--- config.mk ---
export PLATFORM = sky130hd
export DESIGN_NAME = bank_mem_decoder
export DESIGN_NICKNAME = d
export VERILOG_FILES = /design/src/rtl/bmd_pkg.sv /design/src/rtl/bmd_env_reg.sv /design/src/rtl/bmd_region_decode.sv /design/src/rtl/bmd_route.sv /design/src/rtl/bank_mem_decoder.sv
export SDC_FILE = /design/constraint.sdc
export NUM_CORES = 1
export LEC_CHECK = 0
export BUFFER_PORTS_ARGS = -buffer_cell sky130_fd_sc_hd__buf_2
export CAP_MARGIN = 10
export CORE_UTILIZATION = 40
export CTS_CLUSTER_SIZE = 14
export DETAILED_ROUTE_END_ITERATION = 8
export GPL_ROUTABILITY_DRIVEN = 0
export GPL_TIMING_DRIVEN = 0
export PLACE_DENSITY = 0.68
export SLEW_MARGIN = 10
export SYNTH_ARGS = -nofsm -noshare
export SYNTH_HDL_FRONTEND = slang
export SYNTH_HIERARCHICAL = 1
export SYNTH_SLANG_ARGS = --single-unit
--- constraint.sdc ---
create_clock -name clk -period 3.5 [get_ports clk]
set_input_delay 0.35 -clock clk [delete_from_list [all_inputs] [get_ports clk]]
set_output_delay 0.35 -clock clk [all_outputs]
set_load 0.02 [all_outputs]
--- src/rtl/bmd_pkg.sv ---
package bmd_pkg;

    localparam int ADDR_W = 16;
    localparam int DATA_W = 8;

    // environment register bit positions
    localparam int ENV_SLOW   = 7;
    localparam int ENV_IOEN   = 6;
    localparam int ENV_WP     = 3;
    localparam int ENV_ROMEN  = 0;
    localparam logic [DATA_W-1:0] ENV_RESET = 8'hFF;

    // region start addresses (ascending)
    localparam logic [ADDR_W-1:0] IOPAGE_LO = 16'hC000;
    localparam logic [ADDR_W-1:0] SLOT_LO   = 16'hC100;
    localparam logic [ADDR_W-1:0] SHARED_LO = 16'hC500;
    localparam logic [ADDR_W-1:0] EXPAN_LO  = 16'hC800;
    localparam logic [ADDR_W-1:0] MAIN_LO   = 16'hD000;
    localparam logic [ADDR_W-1:0] TOP_LO    = 16'hF000;

    // physical bases in the system bank
    localparam logic [ADDR_W-1:0] IOPAGE_PB = 16'h4000;
    localparam logic [ADDR_W-1:0] SLOT_PB   = 16'h4100;
    localparam logic [ADDR_W-1:0] SHARED_PB = 16'h4500;
    localparam logic [ADDR_W-1:0] EXPAN_PB  = 16'h4800;
    localparam logic [ADDR_W-1:0] MAIN_PB   = 16'h5000;
    localparam logic [ADDR_W-1:0] TOP_PB    = 16'h7000;

    typedef enum logic [2:0] {
        RGN_LOW,
        RGN_IOPAGE,
        RGN_SLOT,
        RGN_SHARED,
        RGN_EXPAN,
        RGN_MAIN,
        RGN_TOP
    } region_e;

    typedef enum logic [2:0] {
        TGT_NONE,
        TGT_RAM,
        TGT_ROM,
        TGT_IO,
        TGT_OPEN
    } target_e;

endpackage

--- src/rtl/bmd_env_reg.sv ---
module bmd_env_reg
    import bmd_pkg::*;
#(
    parameter int                W         = DATA_W,
    parameter logic [W-1:0]      RESET_VAL = ENV_RESET
) (
    input  logic         clk,
    input  logic         rst_n,
    input  logic         ld,
    input  logic [W-1:0] d,
    output logic [W-1:0] q
);

    always_ff @(posedge clk or negedge rst_n) begin
        if (!rst_n) begin
            q <= RESET_VAL;
        end else if (ld) begin
            q <= d;
        end
    end

    // a load takes the data presented on the strobe cycle
    assert_env_load_R2: assert property (@(posedge clk) disable iff (!rst_n)
        ld |=> (q == $past(d)));

    // without a strobe the value is held
    assert_env_hold_R2: assert property (@(posedge clk) disable iff (!rst_n)
        !ld |=> $stable(q));

endmodule

--- src/rtl/bmd_region_decode.sv ---
module bmd_region_decode
    import bmd_pkg::*;
(
    input  logic [ADDR_W-1:0] addr,
    output region_e           region,
    output logic [ADDR_W-1:0] phys
);

    logic [ADDR_W-1:0] rgn_lo;
    logic [ADDR_W-1:0] rgn_pb;

    // ascending compare chain: each address falls into exactly one region
    always_comb begin
        if (addr < IOPAGE_LO) begin
            region = RGN_LOW;
            rgn_lo = '0;
            rgn_pb = '0;
        end else if (addr < SLOT_LO) begin
            region = RGN_IOPAGE;
            rgn_lo = IOPAGE_LO;
            rgn_pb = IOPAGE_PB;
        end else if (addr < SHARED_LO) begin
            region = RGN_SLOT;
            rgn_lo = SLOT_LO;
            rgn_pb = SLOT_PB;
        end else if (addr < EXPAN_LO) begin
            region = RGN_SHARED;
            rgn_lo = SHARED_LO;
            rgn_pb = SHARED_PB;
        end else if (addr < MAIN_LO) begin
            region = RGN_EXPAN;
            rgn_lo = EXPAN_LO;
            rgn_pb = EXPAN_PB;
        end else if (addr < TOP_LO) begin
            region = RGN_MAIN;
            rgn_lo = MAIN_LO;
            rgn_pb = MAIN_PB;
        end else begin
            region = RGN_TOP;
            rgn_lo = TOP_LO;
            rgn_pb = TOP_PB;
        end
    end

    assign phys = rgn_pb + (addr - rgn_lo);

endmodule

--- src/rtl/bmd_route.sv ---
module bmd_route
    import bmd_pkg::*;
(
    input  logic              clk,
    input  logic              rst_n,
    input  region_e           region,
    input  logic [ADDR_W-1:0] phys,
    input  logic              rd,
    input  logic              wr,
    input  logic              io_en,
    input  logic              wp,
    input  logic              rom_en,
    output logic [ADDR_W-1:0] ram_addr,
    output logic              ram_ce,
    output logic              ram_we,
    output logic              rom_sel,
    output logic              io_sel,
    output logic              open_bus
);

    logic    is_wr;
    logic    is_rd;
    target_e tgt;
    target_e ram_path;

    assign is_wr = wr;
    assign is_rd = rd & ~wr;

    // upper-region RAM path: writes gated by write protect
    always_comb begin
        if (is_wr) begin
            ram_path = wp ? TGT_NONE : TGT_RAM;
        end else if (is_rd) begin
            ram_path = TGT_RAM;
        end else begin
            ram_path = TGT_NONE;
        end
    end

    // target selection
    always_comb begin
        tgt = TGT_NONE;
        unique case (region)
            RGN_LOW: begin
                tgt = (is_rd | is_wr) ? TGT_RAM : TGT_NONE;
            end
            RGN_IOPAGE: begin
                if (io_en) begin
                    tgt = (is_rd | is_wr) ? TGT_IO : TGT_NONE;
                end else begin
                    tgt = ram_path;
                end
            end
            RGN_SLOT, RGN_EXPAN: begin
                if (io_en) begin
                    tgt = is_rd ? TGT_OPEN : TGT_NONE;
                end else begin
                    tgt = ram_path;
                end
            end
            RGN_SHARED, RGN_MAIN: begin
                tgt = ram_path;
            end
            RGN_TOP: begin
                if (is_rd && rom_en) begin
                    tgt = TGT_ROM;
                end else begin
                    tgt = ram_path;
                end
            end
            default: tgt = TGT_NONE;
        endcase
    end

    // output decode
    always_comb begin
        ram_ce   = 1'b0;
        ram_we   = 1'b0;
        rom_sel  = 1'b0;
        io_sel   = 1'b0;
        open_bus = 1'b0;
        ram_addr = '0;
        unique case (tgt)
            TGT_RAM: begin
                ram_ce   = 1'b1;
                ram_we   = is_wr;
                ram_addr = phys;
            end
            TGT_ROM:  rom_sel  = 1'b1;
            TGT_IO:   io_sel   = 1'b1;
            TGT_OPEN: open_bus = 1'b1;
            default: ;
        endcase
    end

    // never more than one target
    assert_one_target_R14: assert property (@(posedge clk) disable iff (!rst_n)
        $onehot0({ram_ce, rom_sel, io_sel, open_bus}));

    // a RAM write needs a chip enable and a write strobe
    assert_we_with_ce_R12: assert property (@(posedge clk) disable iff (!rst_n)
        ram_we |-> (ram_ce && wr));

    // write protect blocks every write above the low region
    assert_wp_blocks_R12: assert property (@(posedge clk) disable iff (!rst_n)
        (wp && wr && region != RGN_LOW) |-> (!ram_we && !ram_ce));

    // quiet when no strobe is present
    assert_idle_quiet_R13: assert property (@(posedge clk) disable iff (!rst_n)
        (!rd && !wr) |-> (!ram_ce && !rom_sel && !io_sel && !open_bus && ram_addr == '0));

    // ROM only on reads of the top region
    assert_rom_read_only_R10: assert property (@(posedge clk) disable iff (!rst_n)
        rom_sel |-> (rd && !wr && region == RGN_TOP));

    // open bus only on reads of a hidden slot window
    assert_open_read_only_R7: assert property (@(posedge clk) disable iff (!rst_n)
        open_bus |-> (rd && !wr && io_en && (region == RGN_SLOT || region == RGN_EXPAN)));

endmodule

--- src/rtl/bank_mem_decoder.sv ---
module bank_mem_decoder
    import bmd_pkg::*;
(
    input  logic              clk,
    input  logic              rst_n,
    input  logic [15:0]       cpu_addr,
    input  logic              cpu_rd,
    input  logic              cpu_wr,
    input  logic [7:0]        cpu_wdata,
    input  logic              env_ld,
    output logic [15:0]       ram_addr,
    output logic              ram_ce,
    output logic              ram_we,
    output logic              rom_sel,
    output logic              io_sel,
    output logic              open_bus,
    output logic              speed_slow,
    output logic [7:0]        env_bits
);

    logic [DATA_W-1:0] env_q;
    region_e           region;
    logic [ADDR_W-1:0] phys;

    bmd_env_reg #(
        .W         (DATA_W),
        .RESET_VAL (ENV_RESET)
    ) env_i (
        .clk   (clk),
        .rst_n (rst_n),
        .ld    (env_ld),
        .d     (cpu_wdata),
        .q     (env_q)
    );

    bmd_region_decode rgn_i (
        .addr   (cpu_addr),
        .region (region),
        .phys   (phys)
    );

    bmd_route route_i (
        .clk      (clk),
        .rst_n    (rst_n),
        .region   (region),
        .phys     (phys),
        .rd       (cpu_rd),
        .wr       (cpu_wr),
        .io_en    (env_q[ENV_IOEN]),
        .wp       (env_q[ENV_WP]),
        .rom_en   (env_q[ENV_ROMEN]),
        .ram_addr (ram_addr),
        .ram_ce   (ram_ce),
        .ram_we   (ram_we),
        .rom_sel  (rom_sel),
        .io_sel   (io_sel),
        .open_bus (open_bus)
    );

    assign speed_slow = env_q[ENV_SLOW];
    assign env_bits   = env_q;

    // the shared window is RAM for every read regardless of I/O enable
    assert_shared_ram_R8: assert property (@(posedge clk) disable iff (!rst_n)
        (cpu_rd && !cpu_wr && cpu_addr >= SHARED_LO && cpu_addr < EXPAN_LO) |-> ram_ce);

endmodule

==> flow_metrics.env <==
export IMPL_cts_buffers_inserted=3
export IMPL_post_route_min_period_ns=3.20
export IMPL_grt_max_degree=11
export IMPL_ys_flop_type="dfstp_2"
export IMPL_clkLatencyLatePin_ns=0.23
export IMPL_ir_drop_uv=293
export IMPL_layout_commonest_cell="buf_2"
export IMPL_ys_warnings_count=6
export IMPL_finalCritPeriodShare_pct=91.6
export IMPL_initial_utilization_pct=43.0
export IMPL_finalMaxSlewViolations=0
export IMPL_clock_sinks=8
export IMPL_synth_enable_flop_cells=0
export IMPL_antenna_left=0
export IMPL_die_y_um=65.7
export IMPL_critical_path_startpoint="cpu_addr[11]"
export IMPL_critPathKind="input port to primary output"
export IMPL_coreArea_um2=3770
export IMPL_wire_per_inst_um=12.1
export IMPL_ctsHoldBuffers=0
export IMPL_cts_max_path_buffers=2
export IMPL_wl_mm=3.81
export IMPL_portBuffers=56
export IMPL_nNetsFinal=318
export IMPL_rsz0062_at_grt="no"
export IMPL_cts_tree="built"
export IMPL_layout_common_cells="buf_2 (58), inv_1 (22), nor2_1 (22)"
export IMPL_status="finished, final reports clean"
export IMPL_slew_headroom_pct=69.8
export IMPL_dieWidth_um=65.7
export IMPL_hold_viol_final=0
export IMPL_setup_worst_path_end_class="primary output"
export IMPL_regMostFlops="env_i/q"
export IMPL_vias=1638
export IMPL_pin_count=59
export IMPL_layout_drive_gt1_share_pct=33.3
export IMPL_grt_ovfl_total=0
export IMPL_worstPathRequired_ns=3.15
export IMPL_largest_reg_flops=8
export IMPL_worst_hold_slack_ns=0.183
export IMPL_grt_usage_pct=18.0
export IMPL_top_regs="env_i/q: 8 flops"
export IMPL_worstReg2RegStart="env_i/q[6]$_DFFE_PN1P_"
export IMPL_synth_seq_cells=8
export IMPL_start_kind="input port"
export IMPL_std_cell_rows=22
export IMPL_tns_ns=0
export IMPL_die_area_um2=4320
export IMPL_grt_pass1_wl_mm=6.27
export IMPL_avgViaCountPerCell=5.20
export IMPL_cap_violations=0
export IMPL_finalSetupViolCount=0
export IMPL_syn_cell_area_um2=1620
export IMPL_avgSynthCellArea_um2=7.80
export IMPL_clock_skew_ns=0
export IMPL_drt_pass1_iter_count=4
export IMPL_async_reset_ff_share_pct=100
export IMPL_drc=0
export IMPL_fillers=381
export IMPL_syn_nets=257
export IMPL_fmax_ghz=0.312
export IMPL_hp_class="input port to async pin"
export IMPL_drtIter0Drc=113
export IMPL_area_growth_pct=24.7
export IMPL_htree_levels=1
export IMPL_netlist_instances=208
export IMPL_power_density_nw_per_um2=298
export IMPL_power_leakage_nw=1.05
export IMPL_antennaDiodeCount=0
export IMPL_ys_seq_area_share_pct=13.0
export IMPL_dp_hpwl_mm=3.12
export IMPL_synth_distinct_cells=46
export IMPL_grt_pass1_vias=1423
export IMPL_tightest_slew_ns=0.453
export IMPL_arrival_ns=2.85
export IMPL_crit_fanout=10
export IMPL_clock_root_buffer="clkbuf_8"
export IMPL_path_clk_slew_ns=0.04
export IMPL_antenna_found_initial=0
==> layer usage <==
layer / wire length [µm] / GRT usage [%] / vias up / share of wire, %
li1: - / - / 855 / -
met1: 1950 / 25.7 / 742 / 51
met2: 1730 / 29.5 / 41 / 45
met3: 131 / 2.08 / 0 / 3.4
met4: 0 / 1.63 / 0 / 0
met5: 0 / 0 / - / 0
==> cells in the mapped netlist, types with 2 or more instances <==
| library cell | number | area (µm²) |
|---|---|---|
| o211ai_1 | 2 | 15.0 |
| buf_6 | 2 | 22.5 |
| buf_2 | 2 | 10.0 |
| dfstp_2 | 8 | 210 |
| a21boi_0 | 2 | 15.0 |
| nand3_1 | 4 | 20.0 |
| inv_1 | 22 | 82.6 |
| nor3b_1 | 17 | 128 |
| nor2_1 | 22 | 82.6 |
| and3_1 | 3 | 18.8 |
| a31oi_1 | 3 | 18.8 |
| xor2_1 | 4 | 35.0 |
| xnor2_1 | 6 | 52.6 |
| a211oi_1 | 3 | 22.5 |
| nand2b_1 | 3 | 18.8 |
| o21bai_1 | 2 | 15.0 |
| ha_1 | 20 | 250 |
| nor2b_1 | 4 | 25.0 |
| buf_4 | 4 | 30.0 |
| a21o_1 | 4 | 30.0 |
| mux2i_1 | 3 | 30.0 |
| nand2_1 | 12 | 45.0 |
| o21a_1 | 2 | 15.0 |
| nor3_1 | 4 | 20.0 |
| o21ai_0 | 14 | 70.1 |
| nand4_1 | 3 | 18.8 |
| nand3b_1 | 2 | 15.0 |
| mux2_4 | 8 | 120 |
| a21oi_1 | 6 | 30.0 |
==> cell families after synthesis <==
kind of cell,count (synthesis),share of synthesized area [%]
and+or+nand+nor,79,26.5
AOI/OAI and AO/OA,49,21.3
buffers and inverters,31,9.17
adders and majority gates,20,15.4
muxes,11,9.25
xor gates and xnor gates,10,5.40
DFF,8,13.0
==> area by class of cell <==
type / count / area [µm²] / share of cell area (%)
Multi-Input combinational cell: 169 / 1280 / 63.4
Timing Repair Buffer: 56 / 280 / 13.9
Sequential cell: 8 / 210 / 10.4
Inverter: 22 / 82.6 / 4.08
Buffer: 9 / 66.3 / 3.28
Tap cell: 48 / 60.1 / 2.97
Clock buffer: 3 / 41.3 / 2.04
==> repair_timing <==
item	4_1_cts	5_1_grt
endpoints found under the setup margin	0	18
setup buffers	0	0
resized for setup	0	3
==> worst max-delay path, cell delays in order <==
cell and delay, ns:
buf_2 0.13, inv_1 0.09, ha_1 0.15, inv_1 0.03, o21ai_0 0.16, nand2_1 0.09
a21o_1 0.23, a211oi_4 0.34, xor2_1 0.13, a22o_1 0.20, a222oi_1 0.32, buf_4 0.23
buf_6 0.16, nor3b_1 0.07, buf_2 0.18
==> final timing paths <==
path                                          end  slack, ns  depth (start not counted)
hold reg to reg            env_i/q[1]$_DFFE_PN1P_       0.62                          1
min in group clk           env_i/q[0]$_DFFE_PN1P_       0.35                          2
setup reg to reg           env_i/q[6]$_DFFE_PN1P_       2.72                          1
hold / removal             env_i/q[6]$_DFFE_PN1P_       0.18                          1
setup / recovery                     ram_addr[14]       0.30                         15
max in group asynchronous  env_i/q[3]$_DFFE_PN1P_       3.30                          1
==> where the power goes <==
part | internal [mW] | switching [mW] | total, mW | leakage, nW
combinational | 0.161 | 0.214 | 0.375 | 0.941
sequential | 0.109 | 0.00768 | 0.117 | 0.0841
clock | 0.0744 | 0.0356 | 0.110 | 0.0216
==> metrics by stage <==
stage	instances	total power, mW	util [%]	cell area, µm²	setup slack (ns)
3_3_place_gp	312	0.487	52.1	1960	0.0892
5_1_grt	315	0.647	53.6	2020	0.0971
4_1_cts	315	0.604	53.2	2000	0.00619
6_report	315	0.602	53.6	2020	0.295
2_1_floorplan	208	0.388	-	1620	0.390
3_5_place_dp	312	0.490	52.1	1960	0.0298
(Power assumes the default switching activity.)
